`config.mk`:
```
export PLATFORM = sky130hd
export DESIGN_NAME = xsig_phase_ctrl
export DESIGN_NICKNAME = d
export VERILOG_FILES = /design/src/rtl/xsig_pkg.sv /design/src/rtl/xsig_tick_timer.sv /design/src/rtl/xsig_ped_latch.sv /design/src/rtl/xsig_phase_seq.sv /design/src/rtl/xsig_phase_ctrl.sv
export SDC_FILE = /design/constraint.sdc
export NUM_CORES = 1
export LEC_CHECK = 0
export CAP_MARGIN = 20
export CORE_MARGIN = 2
export CORE_UTILIZATION = 64
export CTS_BUF_LIST = sky130_fd_sc_hd__clkbuf_8
export CTS_CLUSTER_DIAMETER = 150
export DETAILED_ROUTE_END_ITERATION = 6
export DONT_BUFFER_PORTS = 1
export GPL_ROUTABILITY_DRIVEN = 0
export MAX_ROUTING_LAYER = met4
export PLACE_DENSITY = 0.8
export SETUP_SLACK_MARGIN = 0.05
export SYNTH_ARGS = -nofsm -noshare
export SYNTH_HDL_FRONTEND = slang
export SYNTH_SLANG_ARGS = --single-unit
```
`constraint.sdc`:
```
create_clock -name clk -period 2.8 [get_ports clk]
set_input_delay 0.14 -clock clk [delete_from_list [all_inputs] [get_ports clk]]
set_output_delay 0.14 -clock clk [all_outputs]
set_load 0.01 [all_outputs]
```
`src/rtl/xsig_pkg.sv`:
```
package xsig_pkg;

    // Phase indices into the one-hot phase vector.
    // The normal loop order is fixed by the sequencer, not by these values.
    localparam int PH_IDLE = 0;
    localparam int PH_NSG  = 1;
    localparam int PH_NSY  = 2;
    localparam int PH_NSR  = 3;
    localparam int PH_PED  = 4;
    localparam int PH_CLR  = 5;
    localparam int PH_EWG  = 6;
    localparam int PH_EWY  = 7;
    localparam int PH_EWR  = 8;
    localparam int PH_EMR  = 9;
    localparam int PH_N    = 10;

    typedef logic [PH_N-1:0] phase_t;

    typedef struct packed {
        logic walk;
        logic ns_g;
        logic ns_y;
        logic ns_r;
        logic ew_g;
        logic ew_y;
        logic ew_r;
    } lamps_t;

    localparam lamps_t LAMPS_ALL_RED = '{walk: 1'b0,
                                         ns_g: 1'b0, ns_y: 1'b0, ns_r: 1'b1,
                                         ew_g: 1'b0, ew_y: 1'b0, ew_r: 1'b1};

    function automatic phase_t ph_bit(input int idx);
        phase_t p;
        p      = '0;
        p[idx] = 1'b1;
        return p;
    endfunction

    // Lamp pattern shown for a given phase. Any phase that is not green,
    // yellow or walk leaves all vehicle lamps red.
    function automatic lamps_t lamps_of(input phase_t p);
        lamps_t l;
        l = LAMPS_ALL_RED;
        if (p[PH_NSG]) begin
            l.ns_g = 1'b1;
            l.ns_r = 1'b0;
        end
        if (p[PH_NSY]) begin
            l.ns_y = 1'b1;
            l.ns_r = 1'b0;
        end
        if (p[PH_EWG]) begin
            l.ew_g = 1'b1;
            l.ew_r = 1'b0;
        end
        if (p[PH_EWY]) begin
            l.ew_y = 1'b1;
            l.ew_r = 1'b0;
        end
        if (p[PH_PED]) begin
            l.walk = 1'b1;
        end
        return l;
    endfunction

    function automatic int unsigned max_of(input int unsigned a, input int unsigned b);
        return (a > b) ? a : b;
    endfunction

endpackage

```
`src/rtl/xsig_tick_timer.sv`:
```
// Phase timer: counts tick enables, restarts on load, and flags the
// completing tick when the count reaches the length minus one.
module xsig_tick_timer #(
    parameter int TW = 5
) (
    input  logic          clk,
    input  logic          rst,
    input  logic          load,
    input  logic          tick,
    input  logic [TW-1:0] dur,
    output logic          done
);

    logic [TW-1:0] cnt_q;

    assign done = tick && (cnt_q == (dur - TW'(1)));

    always_ff @(posedge clk) begin
        if (rst || load) begin
            cnt_q <= '0;
        end else if (tick) begin
            cnt_q <= cnt_q + TW'(1);
        end
    end

endmodule

```
`src/rtl/xsig_ped_latch.sv`:
```
// Sticky walk request: set by the button, cleared only when the walk
// phase completes. A press in the clearing cycle keeps it set.
module xsig_ped_latch (
    input  logic clk,
    input  logic rst,
    input  logic press,
    input  logic clr,
    output logic req
);

    always_ff @(posedge clk) begin
        if (rst) begin
            req <= 1'b0;
        end else if (press) begin
            req <= 1'b1;
        end else if (clr) begin
            req <= 1'b0;
        end
    end

endmodule

```
`src/rtl/xsig_phase_seq.sv`:
```
// Next-phase logic. Priority order: run low, then emergency, then the
// normal loop.
module xsig_phase_seq
    import xsig_pkg::*;
(
    input  phase_t cur,
    input  logic   run,
    input  logic   emerg,
    input  logic   done,
    input  logic   ped_req,
    output phase_t nxt,
    output logic   load
);

    always_comb begin
        nxt  = cur;
        load = 1'b0;
        if (!run) begin
            nxt  = ph_bit(PH_IDLE);
            load = 1'b1;
        end else if (emerg) begin
            // Re-arms every cycle the input stays high.
            nxt  = ph_bit(PH_EMR);
            load = 1'b1;
        end else begin
            case (1'b1)
                cur[PH_IDLE]: nxt = ph_bit(PH_NSG);
                cur[PH_NSG]:  if (done) nxt = ph_bit(PH_NSY);
                cur[PH_NSY]:  if (done) nxt = ph_bit(PH_NSR);
                cur[PH_NSR]:  if (done) nxt = ped_req ? ph_bit(PH_PED) : ph_bit(PH_CLR);
                cur[PH_PED]:  if (done) nxt = ph_bit(PH_CLR);
                cur[PH_CLR]:  if (done) nxt = ph_bit(PH_EWG);
                cur[PH_EWG]:  if (done) nxt = ph_bit(PH_EWY);
                cur[PH_EWY]:  if (done) nxt = ph_bit(PH_EWR);
                cur[PH_EWR]:  if (done) nxt = ph_bit(PH_NSG);
                cur[PH_EMR]:  if (done) nxt = ph_bit(PH_NSG);
                default:      nxt = ph_bit(PH_IDLE);
            endcase
            load = (nxt != cur);
        end
    end

endmodule

```
`src/rtl/xsig_phase_ctrl.sv`:
```
// Intersection phase controller top level.
module xsig_phase_ctrl
    import xsig_pkg::*;
#(
    parameter int unsigned GREEN_S  = 30,
    parameter int unsigned YELLOW_S = 5,
    parameter int unsigned RED_S    = 3,
    parameter int unsigned CLEAR_S  = 2,   // intended range 2..4
    parameter int unsigned WALK_S   = 25,  // intended range 20..30
    parameter int unsigned HOLD_S   = 15
) (
    input  logic clk,
    input  logic rst,
    input  logic tick_1s,
    input  logic run,
    input  logic ped_btn,
    input  logic emerg,
    output logic ns_grn,
    output logic ns_yel,
    output logic ns_red,
    output logic ew_grn,
    output logic ew_yel,
    output logic ew_red,
    output logic walk
);

    localparam int unsigned MAX_D = max_of(max_of(max_of(GREEN_S, YELLOW_S), max_of(RED_S, CLEAR_S)),
                                           max_of(WALK_S, HOLD_S));
    localparam int TW = $clog2(MAX_D + 1);

    // Length of each phase, indexed by phase number.
    localparam logic [TW-1:0] DUR_TAB [PH_N] = '{
        TW'(1),        // idle
        TW'(GREEN_S),  // NS green
        TW'(YELLOW_S), // NS yellow
        TW'(RED_S),    // NS red
        TW'(WALK_S),   // walk
        TW'(CLEAR_S),  // clearance
        TW'(GREEN_S),  // EW green
        TW'(YELLOW_S), // EW yellow
        TW'(RED_S),    // EW red
        TW'(HOLD_S)    // emergency hold
    };

    phase_t        phase_q;
    phase_t        phase_d;
    logic          load;
    logic          done;
    logic          ped_req;
    logic [TW-1:0] dur;
    lamps_t        lamps_q;

    always_comb begin
        dur = '0;
        for (int i = 0; i < PH_N; i++) begin
            if (phase_q[i]) begin
                dur = dur | DUR_TAB[i];
            end
        end
    end

    xsig_tick_timer #(.TW(TW)) u_timer (
        .clk  (clk),
        .rst  (rst),
        .load (load),
        .tick (tick_1s),
        .dur  (dur),
        .done (done)
    );

    xsig_ped_latch u_ped (
        .clk   (clk),
        .rst   (rst),
        .press (ped_btn),
        .clr   (phase_q[PH_PED] && done),
        .req   (ped_req)
    );

    xsig_phase_seq u_seq (
        .cur     (phase_q),
        .run     (run),
        .emerg   (emerg),
        .done    (done),
        .ped_req (ped_req),
        .nxt     (phase_d),
        .load    (load)
    );

    // Phase and lamp registers update on the same edge; lamps decode the
    // next phase so no mixed pattern is ever shown.
    always_ff @(posedge clk) begin
        if (rst) begin
            phase_q <= ph_bit(PH_IDLE);
            lamps_q <= LAMPS_ALL_RED;
        end else begin
            phase_q <= phase_d;
            lamps_q <= lamps_of(phase_d);
        end
    end

    assign ns_grn = lamps_q.ns_g;
    assign ns_yel = lamps_q.ns_y;
    assign ns_red = lamps_q.ns_r;
    assign ew_grn = lamps_q.ew_g;
    assign ew_yel = lamps_q.ew_y;
    assign ew_red = lamps_q.ew_r;
    assign walk   = lamps_q.walk;

endmodule

```
# Word level (Yosys, flattened, before mapping)
# Cells that the tools add are included.
[classes]
n_addsub = 2
n_eq_ne = 2
muxes = 45
n_bitwise = 1
reduce_logical = 6
[ops]
columns = ["operator", "count"]
rows = [
  ["$mux 10", 22],
  ["$mux 5", 3],
  ["$mux 1", 10],
  ["$mux 2", 5],
  ["$ne 10x10->1", 1],
  ["$mux 8", 1],
  ["$mux 3", 2],
  ["$mux 6", 1],
  ["$add 5x1->5 const B", 1],
  ["$eq 5x5->1", 1],
  ["$sub 5x1->5 const B", 1],
  ["$mux 4", 1],
  ["$reduce_or 3->1", 1],
  ["$logic_and 1x1->1", 2],
  ["$reduce_bool 2->1", 1],
  ["$reduce_or 2->1", 1],
  ["$logic_or 1x1->1", 1],
  ["$not 1->1", 1],
]
[totals]
reg_bits = 23
input_bits = 6
out_inout_bits = 7
word_cells = 68

# Depth between registers and ports, before layout
# Gate-level depths: netlist of run 1.
[logic_depth]
depth_word = 30
depth_mapped = 11
ltp_nobuf = 9

# Modules after synthesis
# From an unflattened synthesis of run 1, not the netlist that was laid out.
[hier_totals]
hier_cells = 130
hier_area_um2 = 1084.8
[by_module_without_submodules]
columns = ["module", "n_inst", "cells_each", "area_each_um2", "seq_area_each_um2"]
rows = [
  ["xsig_phase_ctrl", 1, 34, 370.4, 240.2],
  ["xsig_tick_timer", 1, 37, 345.3, 100.1],
  ["xsig_phase_seq", 1, 55, 330.3, 0.0],
  ["xsig_ped_latch", 1, 4, 38.8, 20.0],
]

# Worst setup path before layout of run 1
# OpenSTA, ideal clock, no wires.
[synth_timing]
kind = "register -> register"
from = "register phase_q[1]"
to = "register lamps_q, in the netlist ew_red"
setup_ps = 120
arrival_time_ps = 2418
t_required_ps = 2680
slack_ps = 262
path_stages_with_launch = 12
path_buffers = 2
synth_period_minus_slack_ps = 2538
path_cell_list = "dfxtp_1 -> buf_6 -> or3_1 -> nor4_1 -> ha_1 -> or2_2 -> o21ai_0 -> a211o_1 -> nand4_1 -> clkbuf_1 -> nor3_2 -> a211o_1"
[synth_via]
elab_chain_len = 26
word_cells_on_any_way = 33
classes_between = "add/sub (1); eq/ne (1); mux (30); reduce/logical (1)"
[synth_lines]
columns = ["item", "line", "source"]
rows = [
  ["from (decl)", "xsig_phase_ctrl.sv:45", "phase_t phase_q;"],
  ["from (signal assigned)", "xsig_phase_ctrl.sv:93", "phase_q <= ph_bit(PH_IDLE);"],
  ["from (signal assigned)", "xsig_phase_ctrl.sv:96", "phase_q <= phase_d;"],
  ["$mux 5", "xsig_phase_ctrl.sv:56", "if (phase_q[i]) begin"],
  ["$mux 3", "xsig_phase_ctrl.sv:56", ""],
  ["$mux 2", "xsig_phase_ctrl.sv:56", ""],
  ["$mux 5", "xsig_phase_ctrl.sv:56", ""],
  ["$mux 2", "xsig_phase_ctrl.sv:56", ""],
  ["$mux 5", "xsig_phase_ctrl.sv:56", ""],
  ["$mux 3", "xsig_phase_ctrl.sv:56", ""],
  ["$mux 2", "xsig_phase_ctrl.sv:56", ""],
  ["[5 not listed]", "-", ""],
  ["$mux 10 (5 in series)", "xsig_phase_seq.sv:26", "case (1'b1)"],
  ["$mux 10 * (2 in series)", "xsig_phase_seq.sv:26", ""],
  ["$mux 10 *", "xsig_phase_seq.sv:21", "end else if (emerg) begin"],
  ["$mux 10 *", "xsig_phase_seq.sv:18", "if (!run) begin"],
  ["$mux 10 *", "xsig_phase_seq.sv:21", ""],
  ["$mux 8 *", "xsig_phase_seq.sv:18", ""],
  ["$mux 1 / $mux 8 (equally long branches)", "xsig_pkg.sv:53, xsig_phase_seq.sv:18", ""],
  ["$mux 2 *", "xsig_pkg.sv:57", "if (p[PH_EWY]) begin"],
  ["to (signal assigned)", "xsig_phase_ctrl.sv:97", "lamps_q <= lamps_of(phase_d);"],
  ["to (decl)", "xsig_phase_ctrl.sv:51", "lamps_t lamps_q;"],
]
# Every way passes the cells marked *; elsewhere a longest branch is shown, timed or not. The select of a mux whose other input is x is not followed.
# A chain may end at the register's enable or synchronous reset.

==> results of run 1 <==
## flip-flops by register name, summed over array words and instances (netlist names)
register and cells:
u_ped.req 1, ew_yel 1, ns_red 1, u_timer.cnt_q 5
ew_red 1, phase_q 9
## cells in the final DEF, fill, tap and decap left out
master	count
dfxtp_1	18
a21oi_1	11
nor2_1	10
o21ai_0	9
nand2_1	8
buf_4	8
nor3_1	5
xor2_1	5
nand4_1	5
nand3_1	4
or3_1	3
xnor2_1	3
inv_1	3
clkbuf_8	3
and3_1	2
nor4_1	2
nor3_2	2
a31oi_2	2
a211o_1	2
o21ai_1	2
nand2b_1	2
a31o_1	2
a31oi_1	2
mux2i_1	2
nor2b_1	2
ha_1	2
nor4_4	1
or2_2	1
nor4_2	1
and4_2	1
o21ba_1	1
and4bb_2	1
a2111oi_0	1
o21ai_2	1
o21bai_1	1
## logic make-up (layout without fill, tap and decap cells)
kind of cell,Yosys count,count (layout),synth area share [%]
simple gates,50,50,28.0
compound gates,34,34,20.4
flops,18,18,34.4
buf+inv,13,14,6.21
xor+xnor,8,8,6.68
fa+ha+maj,2,2,2.39
mux,2,2,1.91
## per-layer routing
layer | track usage [%] | up-vias | part of all wire [%]
li1 | - | 461 | -
met1 | 40.2 | 456 | 41
met2 | 42.0 | 60 | 46
met3 | 4.49 | 7 | 10
met4 | 13.9 | 0 | 2.4
met5 | - | - | 0
## how the worst max path moves through the flow
| stage | to | slack [ps] | depth (start not counted) |
|---|---|---|---|
| 2_1_floorplan | ew_red | 260 | 11 |
| 3_3_place_gp | phase_q[6] | 260 | 9 |
| 3_5_place_dp | phase_q[6] | 160 | 9 |
| 4_1_cts | phase_q[6] | 100 | 9 |
| 5_1_grt | ew_red | 100 | 9 |
| 6_report | ew_red | 230 | 9 |
## power breakdown
part           total [uW]  internal [uW]  leakage, uW  switching [uW]
sequential            262            260     0.000146            2.74
combinational        67.5           24.2     0.000246            43.3
clock                 179           95.6    0.0000216            83.6
## worst max-delay path, cell delays in order (launching register included)
cell and delay [ps]:
dfxtp_1 460, nor3_1 130, and3_1 230, ha_1 230, or2_2 290, nor4_1 180, a211o_1 140, and4_2 370
a31oi_1 120, a211o_1 300
## layout make-up
| cell class | count | area [sq um] | share of cell area [%] |
|---|---|---|---|
| sequential | 18 | 360 | 32.1 |
| timing repair buffer | 8 | 60.1 | 5.36 |
| inverter | 3 | 11.3 | 1.00 |
| clock buffer | 3 | 41.3 | 3.68 |
| multi-input combinational | 96 | 628 | 56.0 |
| tap | 16 | 20.0 | 1.79 |
## repair_timing
item / CTS / global route
gates resized for setup: 0 / 2
endpoints found under the setup margin: 0 / 13
buffers inserted: 0 / 1
## metrics by stage
stage               hold slack [ps]  setup WS (ps)  cell area (sq um)  utilization (%)  instances
floorplan                       273            262               1050                -        127
global placement                274            255               1070             70.0        140
detailed placement              282            159               1070             70.0        140
CTS                            25.1            102               1110             72.7        143
global route                   26.0            101               1120             73.6        144
finish                         24.6            234               1120             73.6        144
## cells in the mapped netlist, drive strengths merged (3+ instances only)
cell and number:
a21oi 11, a31oi 4, buf 7, clkbuf 3, dfxtp 18, inv 3, nand2 8, nand3 4
nand4 5, nor2 10, nor3 7, nor4 4, o21ai 12, or3 3, xnor2 3, xor2 5
==> metrics.txt, run 1 <==
crit path launch type=flip-flop; Synth Instances=127; ANT cells=0; Initial Utilization=68.8%; Slew headroom=59.0%; worst skew pair latency=250 ps; hold path start=ped_btn; Fmax=390 MHz; core area=1520 sq um; final worst path period share=91.6%; Worst setup EP type=flip-flop; Worst-path clk slew=60 ps; Ports=13; Leakage=0.000414 uW; Synthesized Nets=135; crit path kind=flip-flop to flip-flop; initial DRC count=28; Final setup viols=0; synthesized area per cell=8.26 sq um; Critical Path Start=ew_yel; DRC viols=0; die span in y=44.5 um; nets=138; Worst Hold Path EP=u_ped.req; # H-tree levels=1; Synth Register Bits=18; DR vias=984; port buffer count=0; worst min path class=input port to flip-flop; Num CTS Buffers=3; Die ar.=1980 sq um; Post-CTS Hold Buffers=0; Seq/Total Area, Yosys=34.4%; number of fill cells=117; global-route wire length before repair=4110 um; final worst clock skew=1.99 ps; ranking of synthesized cells by area=dfxtp_1 34%, a21oi_1 5.3%, o21ai_0 4.3%; ys async rst share=0%; Cell Area, Synth=1050 sq um; clock sink count=18; layout cells sized above 1=16.4%; initial antenna violation count=0; DRT Pass-1 Iters=4; CTS Root Cell=clkbuf_8; grt total ovfl=0; Hold Violations, Final=0; Cell variety after synth=37; Overall Power=509 uW; post-DP HPWL=1720 um; number of synthesized flops with an enable pin=0; RSZ-0062 raised after global routing=false; Final Critical Period=2570 ps; worst r2r src=ew_yel; total negative slack=0 ps; Min-Delay Path Depth=1; flop-to-flop setup slack=230 ps; wire per inst=16.8 um; Die X=44.5 um; Max VDD drop=0.384 mV; fin. max-slew vios=0; CTS tree=built; Pwr Density=454 nW/um^2; drt via density=6.83; vias in the first global route=878; Cell Rows=14; reg2reg end=ew_red; Yosys warnings=0; worst slew pin tran=613 ps; crit-path max FO=9; remaining antenna violation count=0; Top FF cell, synth=dfxtp_1; pin count of the biggest net entering global routing=14; Max-Cap Viols=0; WP data arrival=2710 ps; Clock Tree Buf Depth=2; CP required=2940 ps; Synth top area share=34.4%; total track usage=29.4%; drt total wl=2430 um; area leader, netlist=dfxtp_1; status=finished clean; area delta synth->final=6.92%; reg2reg path depth=9
(Power assumes the default switching activity.)
==> inputs of run 2 (changes only) <==
- CELL_PAD_IN_SITES_DETAIL_PLACEMENT: default -> 0
- CELL_PAD_IN_SITES_GLOBAL_PLACEMENT: default -> 1
- CORE_UTILIZATION: 64 -> 48
- PLACE_DENSITY: 0.8 -> default
- PLACE_DENSITY_LB_ADDON: default -> 0.1
==> run 2 against run 1 <==
Worst setup slack better by 87 ps; wire length down 1.8%; clock skew up 3.7 ps; maximum frequency up 3.5%; critical endpoint is now phase_q[6]; largest power group unchanged; highest routed layer unchanged.
==> metrics.txt, run 2 (synthesis results as in run 1) <==
post-DP HPWL=1810 um (+5.1%); Reg with most FFs=phase_q; reg2reg end=phase_q[6]; total track usage=21.6% (-7.8 points); wire per inst=15.3 um (-9.3%); Core Util, Final=56.8% (-17 points); fin. max-slew vios=0 (unchanged); ANT cells=0 (unchanged); Initial Utilization=52.4% (-16 points); reg2reg path depth=9 (unchanged); drt total wl=2380 um (-1.8%); Final setup viols=0 (unchanged); status=finished clean; Post-CTS Repair Setup Buffers=0 (unchanged); commonest non-fill, non-tap cells in the layout=18 x dfxtp_1, 11 x a21oi_1, 10 x nor2_1, 9 x o21ai_0, 9 x buf_4; DRT Pass-1 Iters=4 (unchanged); crit path launch type=flip-flop; layout cells sized above 1=15.5% (-0.90 points); final worst path period share=88.5% (-3.1 points); RSZ-0062 raised after global routing=false; Hold Violations, Final=0 (unchanged); Cell Rows=16 (+2); Max VDD drop=0.397 mV (+3.5%); Largest regs=phase_q (9), u_timer.cnt_q (5); Max-Cap Viols=0 (unchanged); Final Critical Period=2480 ps (-86.8 ps); Die X=50.7 um (+14%); Seq. cell area=360 sq um (unchanged); Leakage=0.000418 uW (+1.1%); CP required=2980 ps (+40 ps); number of fill cells=195 (+67%); nets=139 (+0.72%); Clock Tree Buf Depth=2 (unchanged); worst r2r src=phase_q[0]; Die ar.=2570 sq um (+30%); CTS Root Cell=clkbuf_8; Slew headroom=63.7% (+4.7 points); vias in the first global route=877 (-0.11%); crit-path max FO=8 (-1); max FFs per register=9 (unchanged); Worst setup EP type=flip-flop; Num CTS Buffers=3 (unchanged); DR vias=942 (-4.3%); core area=2000 sq um (+31%); initial antenna violation count=0 (unchanged); total negative slack=0 ps (unchanged); commonest non-fill, non-tap cell in the layout=dfxtp_1; Worst Hold Path EP=u_ped.req; clock sink count=18 (unchanged); CTS tree=built; grt total ovfl=0 (unchanged); pin count of the biggest net entering global routing=14 (unchanged); worst slew pin tran=531 ps (-82.2 ps); Post-CTS Resized=0 (unchanged); area delta synth->final=8.47%; initial DRC count=14 (-50%); Worst-path clk slew=70 ps (about the same); Min-Delay Path Depth=1 (unchanged); global-route wire length before repair=4000 um (-2.7%); Multi-input gate area=623 sq um (-0.80%); worst skew pair latency=250 ps (about the same); Post-CTS Hold Buffers=0 (unchanged); Pwr Density=448 nW/um^2 (-1.3%); die span in y=50.7 um (+14%); Ports=13 (unchanged); flop-to-flop setup slack=320 ps (+90 ps); WP data arrival=2660 ps (-50 ps); drt via density=6.04 (-12%); remaining antenna violation count=0 (unchanged); hold path start=ped_btn; crit path kind=flip-flop to flip-flop; DRC viols=0 (unchanged); port buffer count=0 (unchanged); final worst clock skew=5.70 ps (+3.72 ps); # H-tree levels=1 (unchanged); Fmax=403 MHz (+3.5%); worst min path class=input port to flip-flop
-- run 2: cell count changes in the layout (fill, tap and decap cells not counted), sizes merged --
cell  change
buf       +1
-- run 2: critical path: stages (launching register included) --
cell	delay, ps
dfxtp_1	410
nor2_1	60
and3_1	240
ha_1	230
or2_2	300
nor4_1	190
a211o_1	150
nand4_1	260
or3_1	440
a21oi_1	140
-- run 2: layout make-up --
type | count | area share (%)
Inverter | 3 | 0.990
Tap cell | 27 | 2.97
Multi-Input combinational cell | 96 | 54.8
Sequential cell | 18 | 31.7
Clock buffer | 3 | 3.63
Timing Repair Buffer | 9 | 5.94
-- run 2: stage by stage --
step	std cells	power [uW]	worst slack, ps	area, sq um	hold WS [ps]
after floorplan	127	324	262	1050	273
after global placement	153	334	368	1100	288
after detailed placement	153	334	300	1100	277
after CTS	156	513	287	1140	17.8
after global routing	156	531	59.7	1140	14.7
final	156	510	321	1140	16.1
-- run 2: worst max path at each step --
| stage | startpoint | to | slack [ps] | depth (start not counted) |
|---|---|---|---|---|
| 6_report | phase_q[0] | phase_q[6] | 320 | 9 |
| 5_1_grt | phase_q[5] | ns_red | 60 | 10 |
| 4_1_cts | phase_q[5] | ns_red | 290 | 10 |
| 3_5_place_dp | phase_q[5] | ns_red | 300 | 10 |
| 3_3_place_gp | phase_q[5] | ns_red | 370 | 10 |
| 2_1_floorplan | phase_q[1] | ew_red | 260 | 11 |
-- run 2: power by group --
group | total, uW | switching (uW) | internal, uW
clock | 181 | 84.9 | 95.6
sequential | 263 | 2.92 | 260
combinational | 66.9 | 41.4 | 25.6
total | 510 | 129 | 381
-- run 2: routing by layer --
metal	vias up	wire [um]	track usage (%)
li1	470	-	-
met1	438	1150	29.1
met2	29	1070	31.4
met3	5	123	4.17
met4	0	44	9.46
met5	-	0	-
